<file path="src/rtl/cyc_tap_pkg.sv">
package cyc_tap_pkg;
    localparam int unsigned REG_W      = 32;
    localparam int unsigned PS_W       = 4;
    localparam logic [REG_W-1:0] CTRL_RST = 32'h4000_0000;

    localparam int unsigned EN_BIT     = 0;
    localparam int unsigned PRE_LSB    = 1;
    localparam int unsigned PS_LSB     = 5;
    localparam int unsigned LOSEL_BIT  = 9;
    localparam int unsigned SYNC_LSB   = 10;
    localparam int unsigned SAMP_BIT   = 12;
    localparam int unsigned CYC_BIT    = 22;
    localparam int unsigned ABSENT_BIT = 25;

    typedef enum logic [1:0] {
        RS_HALT   = 2'd0,
        RS_RUN    = 2'd1,
        RS_ABSENT = 2'd2
    } run_state_e;

    typedef struct packed {
        logic            samp_en;
        logic            cyc_en;
        logic [1:0]      sync_sel;
        logic            lo_sel;
        logic [PS_W-1:0] preset;
    } ctrl_fields_t;
endpackage

</file>
<file path="src/rtl/cyc_tap_run_fsm.sv">
module cyc_tap_run_fsm
    import cyc_tap_pkg::*;
#(
    parameter bit ABSENT = 1'b0
) (
    input  logic clk,
    input  logic rst_n,
    input  logic ctrl_wr,
    input  logic en_wdata,
    output logic running
);
    localparam run_state_e RST_ST = ABSENT ? RS_ABSENT : RS_HALT;

    run_state_e state_q, state_d;

    always_ff @(posedge clk or negedge rst_n) begin
        if (!rst_n) state_q <= RST_ST;
        else        state_q <= state_d;
    end

    always_comb begin
        state_d = state_q;
        unique case (state_q)
            RS_HALT:   if (ctrl_wr && en_wdata)  state_d = RS_RUN;
            RS_RUN:    if (ctrl_wr && !en_wdata) state_d = RS_HALT;
            RS_ABSENT: state_d = RS_ABSENT;
            default:   state_d = RST_ST;
        endcase
    end

    always_comb begin
        running = 1'b0;
        unique case (state_q)
            RS_RUN:  running = 1'b1;
            default: running = 1'b0;
        endcase
    end
endmodule

</file>
<file path="src/rtl/cyc_tap_counter.sv">
module cyc_tap_counter #(
    parameter int unsigned CNT_W = 32
) (
    input  logic             clk,
    input  logic             rst_n,
    input  logic             load,
    input  logic [CNT_W-1:0] load_val,
    input  logic             inc,
    output logic [CNT_W-1:0] cnt_q
);
    always_ff @(posedge clk or negedge rst_n) begin
        if (!rst_n)    cnt_q <= '0;
        else if (load) cnt_q <= load_val;
        else if (inc)  cnt_q <= cnt_q + 1'b1;
    end
endmodule

</file>
<file path="src/rtl/cyc_tap_edge.sv">
module cyc_tap_edge #(
    parameter int unsigned CNT_W = 32,
    parameter int unsigned LSB   = 6,
    parameter int unsigned STEP  = 4,
    parameter int unsigned N     = 2
) (
    input  logic             clk,
    input  logic             rst_n,
    input  logic [CNT_W-1:0] cnt,
    output logic [N-1:0]     chg
);
    for (genvar g = 0; g < N; g++) begin : g_tap
        localparam int unsigned POS = LSB + g * STEP;
        logic prev_q;
        always_ff @(posedge clk or negedge rst_n) begin
            if (!rst_n) prev_q <= 1'b0;
            else        prev_q <= cnt[POS];
        end
        assign chg[g] = cnt[POS] ^ prev_q;
    end
endmodule

</file>
<file path="src/rtl/cyc_tap_postscale.sv">
module cyc_tap_postscale
    import cyc_tap_pkg::*;
(
    input  logic            clk,
    input  logic            rst_n,
    input  logic            ps_wr,
    input  logic [PS_W-1:0] ps_wdata,
    input  logic            tap_hit,
    input  logic [PS_W-1:0] preset,
    input  logic            samp_en,
    input  logic            cyc_en,
    output logic [PS_W-1:0] ps_q,
    output logic            samp_pulse,
    output logic            cyc_pulse
);
    logic fire;
    assign fire = tap_hit && !ps_wr && (ps_q == '0);

    always_ff @(posedge clk or negedge rst_n) begin
        if (!rst_n)       ps_q <= '0;
        else if (ps_wr)   ps_q <= ps_wdata;
        else if (tap_hit) ps_q <= (ps_q == '0) ? preset : ps_q - 1'b1;
    end

    always_ff @(posedge clk or negedge rst_n) begin
        if (!rst_n) begin
            samp_pulse <= 1'b0;
            cyc_pulse  <= 1'b0;
        end else begin
            samp_pulse <= fire && samp_en;
            cyc_pulse  <= fire && !samp_en && cyc_en;
        end
    end
endmodule

</file>
<file path="src/rtl/cyc_tap_evgen.sv">
module cyc_tap_evgen
    import cyc_tap_pkg::*;
#(
    parameter int unsigned CNT_W         = 32,
    parameter int unsigned LO_TAP_LSB    = 6,
    parameter int unsigned LO_TAP_STEP   = 4,
    parameter int unsigned SYNC_TAP_LSB  = 24,
    parameter int unsigned SYNC_TAP_STEP = 2,
    parameter bit          NO_COUNTER    = 1'b0
) (
    input  logic             clk,
    input  logic             rst_n,
    input  logic             tick_en,
    input  logic             sync_allow,
    input  logic             reg_wr,
    input  logic             reg_sel,
    input  logic [31:0]      reg_wdata,
    output logic [31:0]      ctrl_rdata,
    output logic [CNT_W-1:0] count_rdata,
    output logic             sample_pulse,
    output logic             cyc_evt_pulse,
    output logic             sync_pulse
);
    localparam int unsigned LO_N   = 2;
    localparam int unsigned SYNC_N = 3;

    logic          ctrl_wr, cnt_wr, running;
    ctrl_fields_t  fld_q;
    logic [PS_W-1:0]   ps_q;
    logic [LO_N-1:0]   lo_chg;
    logic [SYNC_N-1:0] sync_chg;
    logic          lo_hit, sync_hit;
    logic [1:0]    sync_idx;

    assign ctrl_wr = reg_wr && !reg_sel;
    assign cnt_wr  = reg_wr && reg_sel;

    always_ff @(posedge clk or negedge rst_n) begin
        if (!rst_n) begin
            fld_q <= '0;
        end else if (ctrl_wr) begin
            fld_q.samp_en  <= reg_wdata[SAMP_BIT];
            fld_q.cyc_en   <= reg_wdata[CYC_BIT];
            fld_q.sync_sel <= reg_wdata[SYNC_LSB +: 2];
            fld_q.lo_sel   <= reg_wdata[LOSEL_BIT];
            fld_q.preset   <= reg_wdata[PRE_LSB +: PS_W];
        end
    end

    cyc_tap_run_fsm #(.ABSENT(NO_COUNTER)) u_run (
        .clk(clk), .rst_n(rst_n), .ctrl_wr(ctrl_wr),
        .en_wdata(reg_wdata[EN_BIT]), .running(running)
    );

    cyc_tap_counter #(.CNT_W(CNT_W)) u_cnt (
        .clk(clk), .rst_n(rst_n), .load(cnt_wr),
        .load_val(reg_wdata[CNT_W-1:0]), .inc(running && tick_en),
        .cnt_q(count_rdata)
    );

    cyc_tap_edge #(.CNT_W(CNT_W), .LSB(LO_TAP_LSB), .STEP(LO_TAP_STEP), .N(LO_N)) u_lo_edge (
        .clk(clk), .rst_n(rst_n), .cnt(count_rdata), .chg(lo_chg)
    );

    cyc_tap_edge #(.CNT_W(CNT_W), .LSB(SYNC_TAP_LSB), .STEP(SYNC_TAP_STEP), .N(SYNC_N)) u_sync_edge (
        .clk(clk), .rst_n(rst_n), .cnt(count_rdata), .chg(sync_chg)
    );

    assign lo_hit   = running && lo_chg[fld_q.lo_sel];
    assign sync_idx = fld_q.sync_sel - 2'd1;
    assign sync_hit = running && sync_allow && (fld_q.sync_sel != 2'd0) && sync_chg[sync_idx];

    cyc_tap_postscale u_ps (
        .clk(clk), .rst_n(rst_n), .ps_wr(ctrl_wr),
        .ps_wdata(reg_wdata[PS_LSB +: PS_W]), .tap_hit(lo_hit),
        .preset(fld_q.preset), .samp_en(fld_q.samp_en), .cyc_en(fld_q.cyc_en),
        .ps_q(ps_q), .samp_pulse(sample_pulse), .cyc_pulse(cyc_evt_pulse)
    );

    always_ff @(posedge clk or negedge rst_n) begin
        if (!rst_n) sync_pulse <= 1'b0;
        else        sync_pulse <= sync_hit;
    end

    always_comb begin
        ctrl_rdata                      = CTRL_RST;
        ctrl_rdata[ABSENT_BIT]          = NO_COUNTER;
        ctrl_rdata[EN_BIT]              = running;
        ctrl_rdata[PRE_LSB +: PS_W]     = fld_q.preset;
        ctrl_rdata[PS_LSB +: PS_W]      = ps_q;
        ctrl_rdata[LOSEL_BIT]           = fld_q.lo_sel;
        ctrl_rdata[SYNC_LSB +: 2]       = fld_q.sync_sel;
        ctrl_rdata[SAMP_BIT]            = fld_q.samp_en;
        ctrl_rdata[CYC_BIT]             = fld_q.cyc_en;
    end
endmodule

</file>
<file path="config.mk">
export PLATFORM = sky130hd
export DESIGN_NAME = cyc_tap_evgen
export DESIGN_NICKNAME = d
export VERILOG_FILES = /design/src/rtl/cyc_tap_pkg.sv /design/src/rtl/cyc_tap_run_fsm.sv /design/src/rtl/cyc_tap_counter.sv /design/src/rtl/cyc_tap_edge.sv /design/src/rtl/cyc_tap_postscale.sv /design/src/rtl/cyc_tap_evgen.sv
export SDC_FILE = /design/constraint.sdc
export NUM_CORES = 1
export LEC_CHECK = 0
export BUFFER_PORTS_ARGS = -buffer_cell sky130_fd_sc_hd__buf_2
export CAP_MARGIN = 20
export CORE_MARGIN = 2
export CORE_UTILIZATION = 35
export CTS_CLUSTER_DIAMETER = 60
export DETAILED_ROUTE_END_ITERATION = 10
export GPL_ROUTABILITY_DRIVEN = 0
export HOLD_SLACK_MARGIN = 0.1
export PLACE_DENSITY = 0.7
export SYNTH_ARGS = -nofsm -noshare
export SYNTH_HDL_FRONTEND = slang
export SYNTH_SLANG_ARGS = --single-unit
</file>
<file path="constraint.sdc">
create_clock -name clk -period 2.2 [get_ports clk]
set_input_delay 0.11 -clock clk [delete_from_list [all_inputs] [get_ports clk]]
set_output_delay 0.11 -clock clk [all_outputs]
set_load 0.02 [all_outputs]
</file>
==> impl_metrics.csv <==
group,metric,value,unit
logic_synthesis,netlist.area_leader.share,44.6,%
critical_path,crit_path_start,"u_cnt.cnt_q[9]$_DFFE_PN0P_",
critical_path,r2r_setup_slack,0.06,ns
timing,worstMarginPinSlew,0.906,ns
run,drv_cap,0,
finish,drive_gt1_share,27.7,%
logic_synthesis,synth_warnings,0,
clock_network,root_buffer,"clkbuf_8",
logic_synthesis,synth_area_per_cell,9.33,µm²
logic_synthesis,synthTopCellsByArea,"dfrtp_1, buf_4, a31oi_1",
critical_path,crit_chain,"nand4_1 -> or4_1 -> buf_4 -> or4_1 -> a31oi_1",
global_route,overflow,0,
global_route,grt_use_total,16.7,%
logic_synthesis,ys_types,38,
floorplanning,start_util,35.7,%
timing,period_share,97.4,%
detailed_routing,vias,2921,
logic_synthesis,yosysSeqAreaShare,44.6,%
placed_design,io_buffers,86,
timing,min_period,2.14,ns
clock_network,clockBufferDepth,2,
worst_hold_path,min_path_type,"in -> reg",
critical_path,reg2regPathDepth,5,
detailed_routing,drt_iter0_drc,155,
global_route,grt_pass1_wl,13300,µm
detailed_routing,drt_wl_total,8200,µm
floorplanning,fp.dieW,97.9,µm
power_and_ir_drop,ir_drop,0.000294,V
logic_synthesis,synthCells,331,
critical_path,crit_required,2.42,ns
clock_network,numClockSinks,55,
critical_path,crit_top_cell,"or4_1",
logic_synthesis,synth_area,3090,µm²
global_route,antenna_found_initial,0,
global_route,grt_max_degree,56,
clock_network,clock_latency,0.31,ns
finish,nets,495,
floorplanning,die_h,97.9,µm
timing,fmax,0.467,GHz
timing,setup_viol,0,
finish,area_growth,31.2,%
floorplanning,die_area,9590,µm²
critical_path,slowest_delay,0.57,ns
timing,rsz0062_at_grt,"false",
logic_synthesis,synth_top_area_cell,"dfrtp_1",
clock_network,cts_buffers,5,
critical_path,startpoint_type,"flip-flop",
outcome,outcome,"completed",
timing,tns,0,ns
power_and_ir_drop,p_leak,0.00178,µW
power_and_ir_drop,power,2910,µW
detailed_routing,ant_nets,0,
critical_path,arrival,2.37,ns
clock_network,cts_tree,"built",
detailed_routing,first_pass_iters,4,
logic_synthesis,synth_seq_cells,55,
critical_path,end_kind,"flip-flop",
floorplanning,rows,34,
critical_path,critPathMaxFanout,19,
floorplanning,pin_count,105,
critical_path,crit_path_top_delay_cell,"or4_1",
timing,hold_viol_final,0,
clock_network,clkTransAtPathRegs,0.11,ns
placed_design,dp_hpwl,6030,µm
floorplanning,coreArea,8640,µm²
detailed_routing,wl_per_cell,14.6,µm
critical_path,rr_startpoint,"u_cnt.cnt_q[9]$_DFFE_PN0P_",
critical_path,critPathKind,"reg -> reg",
placed_design,place_area,3630,µm²
global_route,grt_pass1_vias,2764,
clock_network,h-tree-depth,2,
timing,drv_slew,0,
finish,final_cell_area,4050,µm²
finish,fin_util,46.9,%
detailed_routing,vias_per_cell,5.19,
timing,slew_headroom,39.6,%
power_and_ir_drop,power_density,719,nW/µm²
critical_path,endpoint,"u_cnt.cnt_q[31]$_DFFE_PN0P_",
timing,fin_worst_skew,0.0170,ns
finish,antenna_cells,0,
detailed_routing,drc,0,
critical_path,reg2reg_to,"u_cnt.cnt_q[31]$_DFFE_PN0P_",
[metrics by stage]
step                      instances  worst slack [ns]  hold WS (ns)
after detailed placement        522           -0.0136         0.136
final                           563            0.0577         0.121
after global routing            563            0.0138         0.111
after CTS                       563            0.0436         0.111
after floorplan                 347            0.0296        -0.186
after global placement          522            0.0992         0.128
[cells in the final DEF, fill, tap and decap left out, types with 12 or more instances in the layout]
| cell | synthesis | routed |
|---|---|---|
| nand2_1 | 23 | 23 |
| conb_1 | 2 | 18 |
| nand3_1 | 13 | 13 |
| dlygate4sd3_1 | 0 | 33 |
| o31ai_1 | 13 | 13 |
| a31oi_1 | 21 | 21 |
| o21ai_0 | 23 | 23 |
| dfrtp_1 | 55 | 55 |
| xnor2_1 | 12 | 12 |
| buf_4 | 21 | 17 |
| or4_1 | 15 | 14 |
| buf_2 | 3 | 86 |
| inv_1 | 14 | 14 |
| nor2_1 | 26 | 26 |
[final cells by class]
class	instances	area (µm²)
Tap cell	108	135
Timing Repair Buffer	137	908
Inverter	14	52.6
Clock inverter	3	15.0
Fill cell	831	4590
Clock buffer	5	68.8
Multi-Input combinational cell	241	1490
Sequential cell	55	1380
[logic make-up after synthesis]
group | Yosys count | synth area share, %
simple gates | 125 | 22.3
compound gates | 63 | 12.4
flops | 55 | 44.6
buf+inv | 51 | 9.12
xor+xnor | 17 | 4.82
mux | 15 | 5.31
fa+ha+maj | 3 | 1.22
other cells | 2 | 0.243
[how the worst min path moves through the flow]
| stage | to | startpoint | depth (start not counted) |
|---|---|---|---|
| 2_1_floorplan | ctrl_rdata[10]$_DFFE_PN0P_ | rst_n | 0 |
| 3_3_place_gp | u_cnt.cnt_q[19]$_DFFE_PN0P_ | rst_n | 2 |
| 4_1_cts | u_cnt.cnt_q[24]$_DFFE_PN0P_ | reg_wdata[24] | 3 |
| 5_1_grt | u_cnt.cnt_q[24]$_DFFE_PN0P_ | reg_wdata[24] | 3 |
| 3_5_place_dp | u_cnt.cnt_q[19]$_DFFE_PN0P_ | rst_n | 2 |
| 6_report | u_cnt.cnt_q[24]$_DFFE_PN0P_ | reg_wdata[24] | 3 |
[synthesized netlist by cell type (all sizes together)]
cell type,number
dfrtp,55
nor2,26
buf,25
nand2,23
o21ai,23
a31oi,21
or4,15
inv,14
nand3,13
o31ai,13
clkbuf,12
nand4,12
xnor2,12
mux2,11
nor3,6
or3,6
xor2,5
and4,4
mux2i,4
ha,3
nand3b,3
nor3b,3
nor4,3
a21oi,2
and3,2
conb,2
nand2b,2
nand4b,2
nor2b,2
o211ai,2
a2bb2oi,1
and2,1
and4b,1
o22ai,1
or2,1
[repair_timing]
action,in CTS,in global routing
hold buffers,33,0
setup buffers,0,0
setup endpoints to repair,4,1
endpoints found under the hold margin,99,0
pin swaps,0,1
gates resized for setup,1,0
cloned,0,0
[metal layers]
metal,vias up,share of wire (%),routed length [µm],GRT usage [%]
met3,21,4.5,371,3.15
li1,1413,-,-,-
met1,1407,44,3630,21.9
met5,-,0,0,0
met2,80,48,3970,27.7
met4,0,2.7,225,6.09
[power breakdown]
| part | switching, µW | total (µW) | internal [µW] |
|---|---|---|---|
| sequential | 182 | 1350 | 1160 |
| clock | 336 | 555 | 219 |
| combinational | 591 | 1010 | 421 |
| total | 1110 | 2910 | 1800 |
[flip-flops by register name, summed over array words and instances, names as in the netlist]
register and count:
u_cnt.cnt_q 32, ctrl_rdata 9, u_ps.ps_q 4, u_sync_edge.g_tap.prev_q 3
u_lo_edge.g_tap.prev_q 2, u_run.state_q 2, sync_pulse 1, u_ps.cyc_pulse 1
u_ps.samp_pulse 1
[worst max-delay path: cells and delay by family, from the launching register on]
family	cells	cell delay [ns]
DFF	1	0.37
buffers and inverters	1	0.21
AOI/OAI and AO/OA	1	0.18
and+or+nand+nor	3	1.28
No activity file was read; power rests on OpenSTA's default activity.
